<file path="src/rtl/gx_pkg.sv">
package gx_pkg;

  localparam int unsigned GX_DW      = 8;
  localparam int unsigned GX_NREG    = 4;
  localparam int unsigned GX_IDX_POL = 2;

  typedef enum logic [2:0] {
    ST_IDLE,
    ST_RX,
    ST_RACK,
    ST_TX,
    ST_MACK
  } gx_state_e;

  typedef enum logic [1:0] {
    PH_ADDR,
    PH_CMD,
    PH_DATA
  } gx_phase_e;

  function automatic logic [GX_DW-1:0] gx_rst_val(input int idx);
    case (idx)
      1:       return '1;
      3:       return '1;
      default: return '0;
    endcase
  endfunction

endpackage

</file>
<file path="src/rtl/gx_sync_edge.sv">
module gx_sync_edge #(
  parameter int unsigned STAGES = 2
) (
  input  logic clk,
  input  logic rst_n,
  input  logic d_i,
  output logic q_o,
  output logic rise_o,
  output logic fall_o
);

  logic [STAGES-1:0] chain_q;
  logic [STAGES-1:0] chain_d;
  logic              prev_q;

  always_comb begin
    chain_d = {chain_q[STAGES-2:0], d_i};
  end

  always_ff @(posedge clk or negedge rst_n) begin
    if (!rst_n) begin
      chain_q <= '1;
      prev_q  <= 1'b1;
    end else begin
      chain_q <= chain_d;
      prev_q  <= chain_q[STAGES-1];
    end
  end

  assign q_o    = chain_q[STAGES-1];
  assign rise_o = chain_q[STAGES-1] & ~prev_q;
  assign fall_o = ~chain_q[STAGES-1] & prev_q;

endmodule

</file>
<file path="src/rtl/gx_regs.sv">
module gx_regs
  import gx_pkg::*;
#(
  parameter int unsigned DW   = GX_DW,
  parameter int unsigned NREG = GX_NREG
) (
  input  logic                     clk,
  input  logic                     rst_n,
  input  logic                     wr_en,
  input  logic [DW-1:0]            wr_ptr,
  input  logic [DW-1:0]            wr_data,
  input  logic [DW-1:0]            rd_ptr,
  input  logic [DW-1:0]            pin_in,
  output logic [NREG-1:0][DW-1:0]  bank_o,
  output logic [DW-1:0]            rd_data
);

  localparam int unsigned IW = $clog2(NREG);

  for (genvar gi = 0; gi < NREG; gi++) begin : g_reg
    if (gi == 0) begin : g_ro
      assign bank_o[gi] = '0;
    end else begin : g_rw
      logic          hit;
      logic [DW-1:0] val_q;
      logic [DW-1:0] val_d;

      assign hit = wr_en && (wr_ptr == DW'(gi));

      always_comb begin
        val_d = val_q;
        if (hit) val_d = wr_data;
      end

      always_ff @(posedge clk or negedge rst_n) begin
        if (!rst_n) val_q <= gx_rst_val(gi);
        else        val_q <= val_d;
      end

      assign bank_o[gi] = val_q;
    end
  end

  logic          in_range;
  logic [IW-1:0] sel;

  assign in_range = (rd_ptr >> IW) == '0;
  assign sel      = rd_ptr[IW-1:0];

  always_comb begin
    if (!in_range)         rd_data = '0;
    else if (sel == '0)    rd_data = pin_in ^ bank_o[GX_IDX_POL];
    else                   rd_data = bank_o[sel];
  end

endmodule

</file>
<file path="src/rtl/gx_proto.sv">
module gx_proto
  import gx_pkg::*;
#(
  parameter logic [6:0]  DEV_ADDR = 7'h20,
  parameter int unsigned DW       = GX_DW
) (
  input  logic          clk,
  input  logic          rst_n,
  input  logic          sda,
  input  logic          scl_rise,
  input  logic          scl_fall,
  input  logic          start_ev,
  input  logic          stop_ev,
  input  logic [DW-1:0] rd_data,
  output logic          wr_en,
  output logic [DW-1:0] wr_data,
  output logic [DW-1:0] ptr_o,
  output logic          sda_oe,
  output logic          inport_rd
);

  localparam int unsigned CW = $clog2(DW) + 1;

  gx_state_e     st_q, st_d;
  gx_phase_e     ph_q, ph_d;
  logic [CW-1:0] cnt_q, cnt_d;
  logic [DW-1:0] sh_q, sh_d;
  logic [DW-1:0] tx_q, tx_d;
  logic [DW-1:0] ptr_q, ptr_d;
  logic          rw_q, rw_d;
  logic          nack_q, nack_d;
  logic          load;
  logic          strobe_q, strobe_d;

  always_comb begin
    st_d   = st_q;
    ph_d   = ph_q;
    cnt_d  = cnt_q;
    sh_d   = sh_q;
    tx_d   = tx_q;
    ptr_d  = ptr_q;
    rw_d   = rw_q;
    nack_d = nack_q;
    wr_en  = 1'b0;
    load   = 1'b0;
    if (stop_ev) begin
      st_d = ST_IDLE;
    end else if (start_ev) begin
      st_d  = ST_RX;
      ph_d  = PH_ADDR;
      cnt_d = '0;
    end else begin
      case (st_q)
        ST_RX: begin
          if (scl_rise && cnt_q != CW'(DW)) begin
            sh_d  = {sh_q[DW-2:0], sda};
            cnt_d = cnt_q + 1'b1;
          end else if (scl_fall && cnt_q == CW'(DW)) begin
            case (ph_q)
              PH_ADDR: begin
                if (sh_q[DW-1:1] == DEV_ADDR) begin
                  rw_d = sh_q[0];
                  st_d = ST_RACK;
                end else begin
                  st_d = ST_IDLE;
                end
              end
              PH_CMD: begin
                ptr_d = sh_q;
                st_d  = ST_RACK;
              end
              default: begin
                wr_en = 1'b1;
                st_d  = ST_RACK;
              end
            endcase
          end
        end
        ST_RACK: begin
          if (scl_fall) begin
            cnt_d = '0;
            if (ph_q == PH_ADDR && rw_q) begin
              st_d = ST_TX;
              tx_d = rd_data;
              load = 1'b1;
            end else begin
              st_d = ST_RX;
              ph_d = (ph_q == PH_ADDR) ? PH_CMD : PH_DATA;
            end
          end
        end
        ST_TX: begin
          if (scl_fall) begin
            if (cnt_q == CW'(DW - 1)) begin
              st_d = ST_MACK;
            end else begin
              tx_d  = {tx_q[DW-2:0], 1'b0};
              cnt_d = cnt_q + 1'b1;
            end
          end
        end
        ST_MACK: begin
          if (scl_rise) begin
            nack_d = sda;
          end else if (scl_fall) begin
            if (nack_q) begin
              st_d = ST_IDLE;
            end else begin
              st_d  = ST_TX;
              tx_d  = rd_data;
              load  = 1'b1;
              cnt_d = '0;
            end
          end
        end
        default: begin
          st_d = ST_IDLE;
        end
      endcase
    end
  end

  assign strobe_d = load && (ptr_q == '0);

  always_ff @(posedge clk or negedge rst_n) begin
    if (!rst_n) begin
      st_q     <= ST_IDLE;
      ph_q     <= PH_ADDR;
      cnt_q    <= '0;
      sh_q     <= '0;
      tx_q     <= '0;
      ptr_q    <= '0;
      rw_q     <= 1'b0;
      nack_q   <= 1'b1;
      strobe_q <= 1'b0;
    end else begin
      st_q     <= st_d;
      ph_q     <= ph_d;
      cnt_q    <= cnt_d;
      sh_q     <= sh_d;
      tx_q     <= tx_d;
      ptr_q    <= ptr_d;
      rw_q     <= rw_d;
      nack_q   <= nack_d;
      strobe_q <= strobe_d;
    end
  end

  assign wr_data   = sh_q;
  assign ptr_o     = ptr_q;
  assign sda_oe    = (st_q == ST_RACK) || (st_q == ST_TX && !tx_q[DW-1]);
  assign inport_rd = strobe_q;

endmodule

</file>
<file path="src/rtl/gpio_xpndr_slave.sv">
module gpio_xpndr_slave
  import gx_pkg::*;
#(
  parameter logic [6:0]  DEV_ADDR    = 7'h20,
  parameter int unsigned SYNC_STAGES = 2
) (
  input  logic             clk,
  input  logic             rst_n,
  input  logic             scl_i,
  input  logic             sda_i,
  output logic             sda_oe,
  input  logic [GX_DW-1:0] pin_in,
  output logic [GX_DW-1:0] out_reg,
  output logic [GX_DW-1:0] pol_reg,
  output logic [GX_DW-1:0] cfg_reg,
  output logic             inport_rd_stb
);

  logic scl_s, scl_rise, scl_fall;
  logic sda_s, sda_rise, sda_fall;
  logic start_ev, stop_ev;

  gx_sync_edge #(.STAGES(SYNC_STAGES)) u_scl (
    .clk(clk), .rst_n(rst_n), .d_i(scl_i),
    .q_o(scl_s), .rise_o(scl_rise), .fall_o(scl_fall)
  );

  gx_sync_edge #(.STAGES(SYNC_STAGES)) u_sda (
    .clk(clk), .rst_n(rst_n), .d_i(sda_i),
    .q_o(sda_s), .rise_o(sda_rise), .fall_o(sda_fall)
  );

  assign start_ev = sda_fall & scl_s;
  assign stop_ev  = sda_rise & scl_s;

  logic                         wr_en;
  logic [GX_DW-1:0]             wr_data;
  logic [GX_DW-1:0]             cmd_ptr;
  logic [GX_DW-1:0]             rd_data;
  logic [GX_NREG-1:0][GX_DW-1:0] bank;

  gx_proto #(.DEV_ADDR(DEV_ADDR), .DW(GX_DW)) u_proto (
    .clk(clk), .rst_n(rst_n), .sda(sda_s),
    .scl_rise(scl_rise), .scl_fall(scl_fall),
    .start_ev(start_ev), .stop_ev(stop_ev),
    .rd_data(rd_data), .wr_en(wr_en), .wr_data(wr_data),
    .ptr_o(cmd_ptr), .sda_oe(sda_oe), .inport_rd(inport_rd_stb)
  );

  gx_regs #(.DW(GX_DW), .NREG(GX_NREG)) u_regs (
    .clk(clk), .rst_n(rst_n), .wr_en(wr_en), .wr_ptr(cmd_ptr),
    .wr_data(wr_data), .rd_ptr(cmd_ptr), .pin_in(pin_in),
    .bank_o(bank), .rd_data(rd_data)
  );

  assign out_reg = bank[1];
  assign pol_reg = bank[2];
  assign cfg_reg = bank[3];

endmodule

</file>
<file path="config.mk">
export PLATFORM = sky130hd
export DESIGN_NAME = gpio_xpndr_slave
export DESIGN_NICKNAME = d
export VERILOG_FILES = /design/src/rtl/gx_pkg.sv /design/src/rtl/gx_sync_edge.sv /design/src/rtl/gx_regs.sv /design/src/rtl/gx_proto.sv /design/src/rtl/gpio_xpndr_slave.sv
export SDC_FILE = /design/constraint.sdc
export NUM_CORES = 1
export LEC_CHECK = 0
export ABC_AREA = 1
export BUFFER_PORTS_ARGS = -buffer_cell sky130_fd_sc_hd__buf_2
export CAP_MARGIN = 10
export CELL_PAD_IN_SITES_DETAIL_PLACEMENT = 1
export CELL_PAD_IN_SITES_GLOBAL_PLACEMENT = 2
export CORE_UTILIZATION = 37
export DETAILED_ROUTE_END_ITERATION = 8
export PLACE_DENSITY_LB_ADDON = 0.08
export SYNTH_ARGS = -nofsm -noshare
export SYNTH_HDL_FRONTEND = slang
export SYNTH_SLANG_ARGS = --single-unit
</file>
<file path="constraint.sdc">
create_clock -name clk -period 2.9 [get_ports clk]
set_clock_uncertainty 0.05 [all_clocks]
set_input_delay 0.725 -clock clk [delete_from_list [all_inputs] [get_ports clk]]
set_output_delay 0.725 -clock clk [all_outputs]
set_load 0.02 [all_outputs]
</file>
; Word-level counts from Yosys, hierarchy flattened
; Cells that the tools add are included.
; W data, S select, Z words.
[totals]
regBits = 66
in_bits = 12
out_inout_bits = 26
word_cells = 147
[op_classes]
n_addsub = 1
magnitude_cmp = 1
eq_ne = 34
mux = 54
bitwise_logic = 14
n_reduce_logical = 27
[op_table]
columns = operator, count
row1 = $mux W8, 10
row2 = $mux W4, 8
row3 = $mux W3, 9
row4 = $pmux W8 S3, 1
row5 = $ne A4 B3 Y1 const B, 5
row6 = $mux W2, 9
row7 = $bmux W8 S2, 1
row8 = $eq A8 B2 Y1 const B, 2
row9 = $logic_not A8 Y1, 2
row10 = $pmux W4 S4, 1
row11 = $reduce_and A7 Y1, 2
row12 = $mux W1, 13
row13 = $ne A3 B2 Y1 const B, 4
row14 = $ne A4 B4 Y1 const B, 3
row15 = $pmux W3 S4, 1
row16 = $reduce_and A4 Y1, 3
row17 = $reduce_and A10 Y1, 1
row18 = $ne A3 B3 Y1 const B, 3
row19 = $reduce_and A9 Y1, 1
row20 = $eq A8 B1 Y1 const B, 1
row21 = $logic_and A1 B1 Y1, 8
row22 = $ne A2 B1 Y1 const B, 4
row23 = $ne A2 B2 Y1 const B, 4
row24 = $xor A8 B8 Y8, 1
row25 = 20 further kinds, 34

; Logic depth before layout (Yosys ltp)
[depth]
depth_word = 9
ltp_mapped = 10
ltp_nobuf = 10

; Cells and area by module
; A second synthesis with hierarchy kept.
[hier_totals]
hier_cells = 506
area_unflattened_um2 = 3778.6
[modules_own_cells]
columns = mod, n_inst, cells_each, area_per_inst_um2, seq_area_each_um2
row1 = gx_proto, 1, 270, 2024.4, 902.1
row2 = gx_regs, 1, 218, 1551.5, 620.6
row3 = gx_sync_edge, 2, 7, 93.8, 78.8
row4 = gpio_xpndr_slave, 1, 4, 15.0, 0.0

; Least setup slack after synthesis
; OpenSTA, ideal clock, no wires.
[synth_path]
path_type = register -> output
startpoint = reg u_proto.st_q[2]
endpoint = out sda_oe
arrival_time_ns = 0.949
slack_ns = 1.176
path_stages_with_launch = 4
path_buffers = 0
path_cell_list = dfrtp_1 -> inv_1 -> nand2_1 -> a21oi_1
[synth_between]
elab_chain_len = 3
[synth_rtl]
columns = item, line_no
row1 = "start, declared", gx_proto.sv:24  ; gx_state_e st_q, st_d;
row2 = "start signal, assigned", gx_proto.sv:137  ; st_q <= st_d;
row3 = $eq A3 B2 Y1, gx_proto.sv:151  ; assign sda_oe = (st_q == ST_RACK) || (st_q == ST_TX && !tx_q[DW-1]);
row4 = $logic_and A1 B1 Y1, gx_proto.sv:151
row5 = $logic_or A1 B1 Y1 (*), gx_proto.sv:151
row6 = "end, declared", gpio_xpndr_slave.sv:11  ; output logic sda_oe,
; Every way passes the cells marked *; elsewhere a longest branch is shown, timed or not.

; Worst setup path after layout
[layout_path]
startpoint = reg u_scl.prev_q
endpoint = reg u_regs.g_reg[2].g_rw.val_q[7]
[layout_between]
elab_chain_len = 8
[layout_rtl]
columns = item, line_no
row1 = "start, declared", gx_sync_edge.sv:14  ; logic prev_q;
row2 = "start signal, assigned", gx_sync_edge.sv:26  ; prev_q <= chain_q[STAGES-1];
row3 = $and A1 B1 Y1 or $not A1 Y1 (tied branches), "gx_sync_edge.sv:32, gx_sync_edge.sv:31"
row4 = $logic_and A1 B1 Y1 or $and A1 B1 Y1 (tied branches), "gx_proto.sv:58, gx_sync_edge.sv:31"
row5 = $mux W1 or $logic_and A1 B1 Y1 (tied branches), "gx_proto.sv:58, gx_proto.sv:55"
row6 = $mux W1 (*), gx_proto.sv:55  ; if (scl_rise && cnt_q != CW'(DW)) begin
row7 = $mux W1 (*), gx_proto.sv:53  ; case (st_q)
row8 = $mux W1 (*), gx_proto.sv:48  ; end else if (start_ev) begin
row9 = $mux W1 (*), gx_proto.sv:46  ; if (stop_ev) begin
row10 = $logic_and A1 B1 Y1 (*), gx_regs.sv:28  ; assign hit = wr_en && (wr_ptr == DW'(gi));
row11 = "end signal, assigned", gx_regs.sv:36  ; if (!rst_n) val_q <= gx_rst_val(gi);
row12 = "end signal, assigned", gx_regs.sv:37  ; else val_q <= val_d;
row13 = "end, declared", gx_regs.sv:25  ; logic [DW-1:0] val_q;
; Marks and branches as above.
; A chain may end at the register's enable or synchronous reset.

==> metrics <==
type of origin of the critical path=register; I/O pin cnt=38; most frequent cells in the layout=nand2_1 (197), nand3_1 (71), dfrtp_1 (43); status=completed; Post-DRT Antenna Nets=0; Worst-path clk slew=0.08 ns; count of final setup violators=0; gp weighted congestion=0.7921; YS warnings=0; GRT Resource Usage Total=between 20% and 30%; family with the most delay on the worst path=simple AND/OR/NAND/NOR gates; DRT iter0 DRCs=130; Detailed Place HPWL=7.375 mm; Final period util=between 70% and 80%; Root Buffer=clkbuf_8; utilization after layout=between 40 and 50%; fillcell total=1134; TritonCTS Sinks=66; Initial Util=between 30% and 40%; pre-CTS setup slack=just under 0.7 ns; synthesized area per cell=roughly 7.6 sq um; Core Area=8891 sq um; vias post-DR=approximately 3200; commonest non-fill, non-tap cell in the layout=nand2_1; Syn Std Cell Area=~3500 sq um; Final Non-Filler Cells=approximately 620; WP data required=between 3 and 4 ns; CP bufs+invs=1; Post-Syn Instances=between 400 and 500; largest area contributor in the netlist=dfrtp_1; DIE AREA=9717 sq um; number of global-route vias before repair=3196; Comb pwr share=10.5%; TritonCTS Buffers=9; worst stage delay on the critical path=around 0.66 ns; Avg Vias per Cell=about 5.1; post-CTS setup buffer count=0; Worst slew margin=between 40 and 50%; Hold Slack=approximately 0.21 ns; RSZ-0062 raised after global routing=false; Pre-antenna DRT Iters=4; CTS-repair resized insts=0; gr ovfl total=0; placed insts=600; Die X=just under 100 um; worst-path cell chain=inv_1 > nor2_4 > nand4_4 > nor3_4 > nand2_2 > nand2_1 > nand2_1; Crit Path Category=register to register; CP max-delay cell=nor3_4; Worst setup EP type=register; post-route minimum period=around 2.3 ns; Slew Limit Fails=0; Worst Path Max Fanout=20; max cap viols=0; CTS tree=done; Row Count=34; NumNets Final=between 500 and 600; clk buf depth=2; CP Data Arrival Time=~2.5 ns; Synth area leaders=dfrtp_1 (31%), nand2_1 (21%), dfstp_2 (18%), nand3_1 (10%), inv_1 (3.2%); hold crit path type=primary input to asynchronous set/reset pin; Buffers on Ports=37; peak supply drop=around 0.00026 V; cell with the most instances on the worst path=nand2_1; Cell Pwr Density=~540 nW/um^2; switch share=30.18%; Lkg Pwr=2.064 nW; depth of the CTS H-tree=3; final WL=a little under 10 mm; Slew @ Worst Pin=just over 0.8 ns; Sw Pwr=about 0.65 mW; number of synthesized register bits=between 60 and 70; DR WL/cell=between 15 and 20 um; n_diodes=0; Syn Nets=468; fin worst setup slack=between 0.6 and 0.7 ns; height of the die=around 99 um; Hold-fix buffers, CTS=0; placed instance area=3772 sq um; fraction of layout cells with a size suffix above 1=20.08%; largest net degree at the start of global routing=28; Final Hold Vio Count=0; Cell Int Power=1.502 mW; post-synthesis sequential area ratio=about half; initial antenna violation count=0; design area=approximately 4000 sq um; Yosys top cell area share=31.18%; Clock Power Share=roughly two fifths; DRC=0; Setup TNS=0 ns; Seq pwr share=51.3%; Max Freq=approximately 440 MHz; first-pass GRT wire length=16.37 mm; Tot Pwr=around 2.2 mW; synth unique cells=28; synthesis-to-layout area growth=15.34%; clock insertion delay at the later pin of the skew report=roughly 0.35 ns
-- synth_stat cells --
| cell type | n |
|---|---|
| a21oi_1 | 7 |
| and3_1 | 1 |
| buf_2 | 2 |
| buf_4 | 1 |
| buf_6 | 3 |
| dfrtp_1 | 43 |
| dfstp_2 | 23 |
| ha_1 | 2 |
| inv_1 | 29 |
| nand2_1 | 197 |
| nand2_2 | 4 |
| nand3_1 | 71 |
| nand3_2 | 1 |
| nand3b_1 | 1 |
| nand4_1 | 2 |
| nand4_4 | 1 |
| nor2_1 | 23 |
| nor2_2 | 5 |
| nor2_4 | 1 |
| nor3_1 | 6 |
| nor3_2 | 2 |
| nor3_4 | 1 |
| nor4_2 | 1 |
| o21ai_0 | 16 |
| o22ai_1 | 1 |
| o31ai_1 | 1 |
| or2_2 | 3 |
| xnor2_1 | 6 |
-- cell families after synthesis --
family / synth area share (%)
buffers and inverters: 4.641
xor gates and xnor gates: 1.523
AOI/OAI and AO/OA: 3.735
adders and majority gates: 0.7250
and+or+nand+nor: 40.68
DFF: 48.69
-- flip-flops by register name, summed over array words and instances (netlist names), 2 cells and up --
signal	count
u_proto.ptr_o	8
u_proto.ph_q	2
u_sda.chain_q	2
u_scl.chain_q	2
u_proto.st_q	3
u_proto.cnt_q	4
u_proto.tx_q	8
u_regs.g.g_rw.val_q	24
u_proto.wr_data	8
-- final cells by class --
cell class	instances	area, sq um	share of cell area, %
Timing Repair Buffer	44	237.7	5.973
Clock buffer	10	137.6	3.458
Sequential cell	66	1680	42.22
Clock inverter	6	70.07	1.760
Tap cell	108	135.1	3.395
Inverter	29	108.9	2.735
Multi-Input combinational cell	353	1610	40.46
-- worst register-to-register path, stage by stage, from the launching register on --
cell	delay, ns
dfstp_2	0.53
inv_1	0.06
nor2_4	0.21
nand4_4	0.17
nor3_4	0.66
nand2_2	0.27
nand2_1	0.14
nand2_1	0.06
-- power by group through the flow --
stage                     Sequential, mW  Clock, mW  Combinational (mW)
after global placement              1.12          0               0.225
after global routing                1.11      0.884               0.268
after detailed placement            1.12          0               0.231
final                               1.10      0.820               0.227
after floorplan                     1.06          0               0.182
after CTS                           1.10      0.848               0.233
-- layer usage --
| metal | wire length (um) | vias to the layer above | track usage (%) |
|---|---|---|---|
| met5 | 0 | - | 0 |
| met2 | 4743 | 41 | 37.76 |
| met4 | 168 | 0 | 7.348 |
| met1 | 4668 | 1549 | 28.36 |
| li1 | - | 1560 | - |
| met3 | 223 | 12 | 3.759 |
-- worst paths after layout --
| kind | startpoint | to | slack (ns) | cells after the start |
|---|---|---|---|---|
| worst max-delay path | u_scl.prev_q | u_regs.g_reg[2].g_rw.val_q[7] | 0.64 | 7 |
| worst min-delay path | rst_n | u_proto.wr_data[3] | 0.21 | 1 |
| worst max register to register | u_scl.prev_q | u_regs.g_reg[2].g_rw.val_q[7] | 0.64 | 7 |
| worst min register to register | u_scl.chain_q[0] | u_scl.chain_q[1] | 0.31 | 0 |
| max in group asynchronous | rst_n | u_regs.g_reg[1].g_rw.val_q[4] | 1.87 | 2 |
| min in group clk | u_scl.chain_q[0] | u_scl.chain_q[1] | 0.31 | 0 |
No activity file was read; power rests on OpenSTA's default activity.
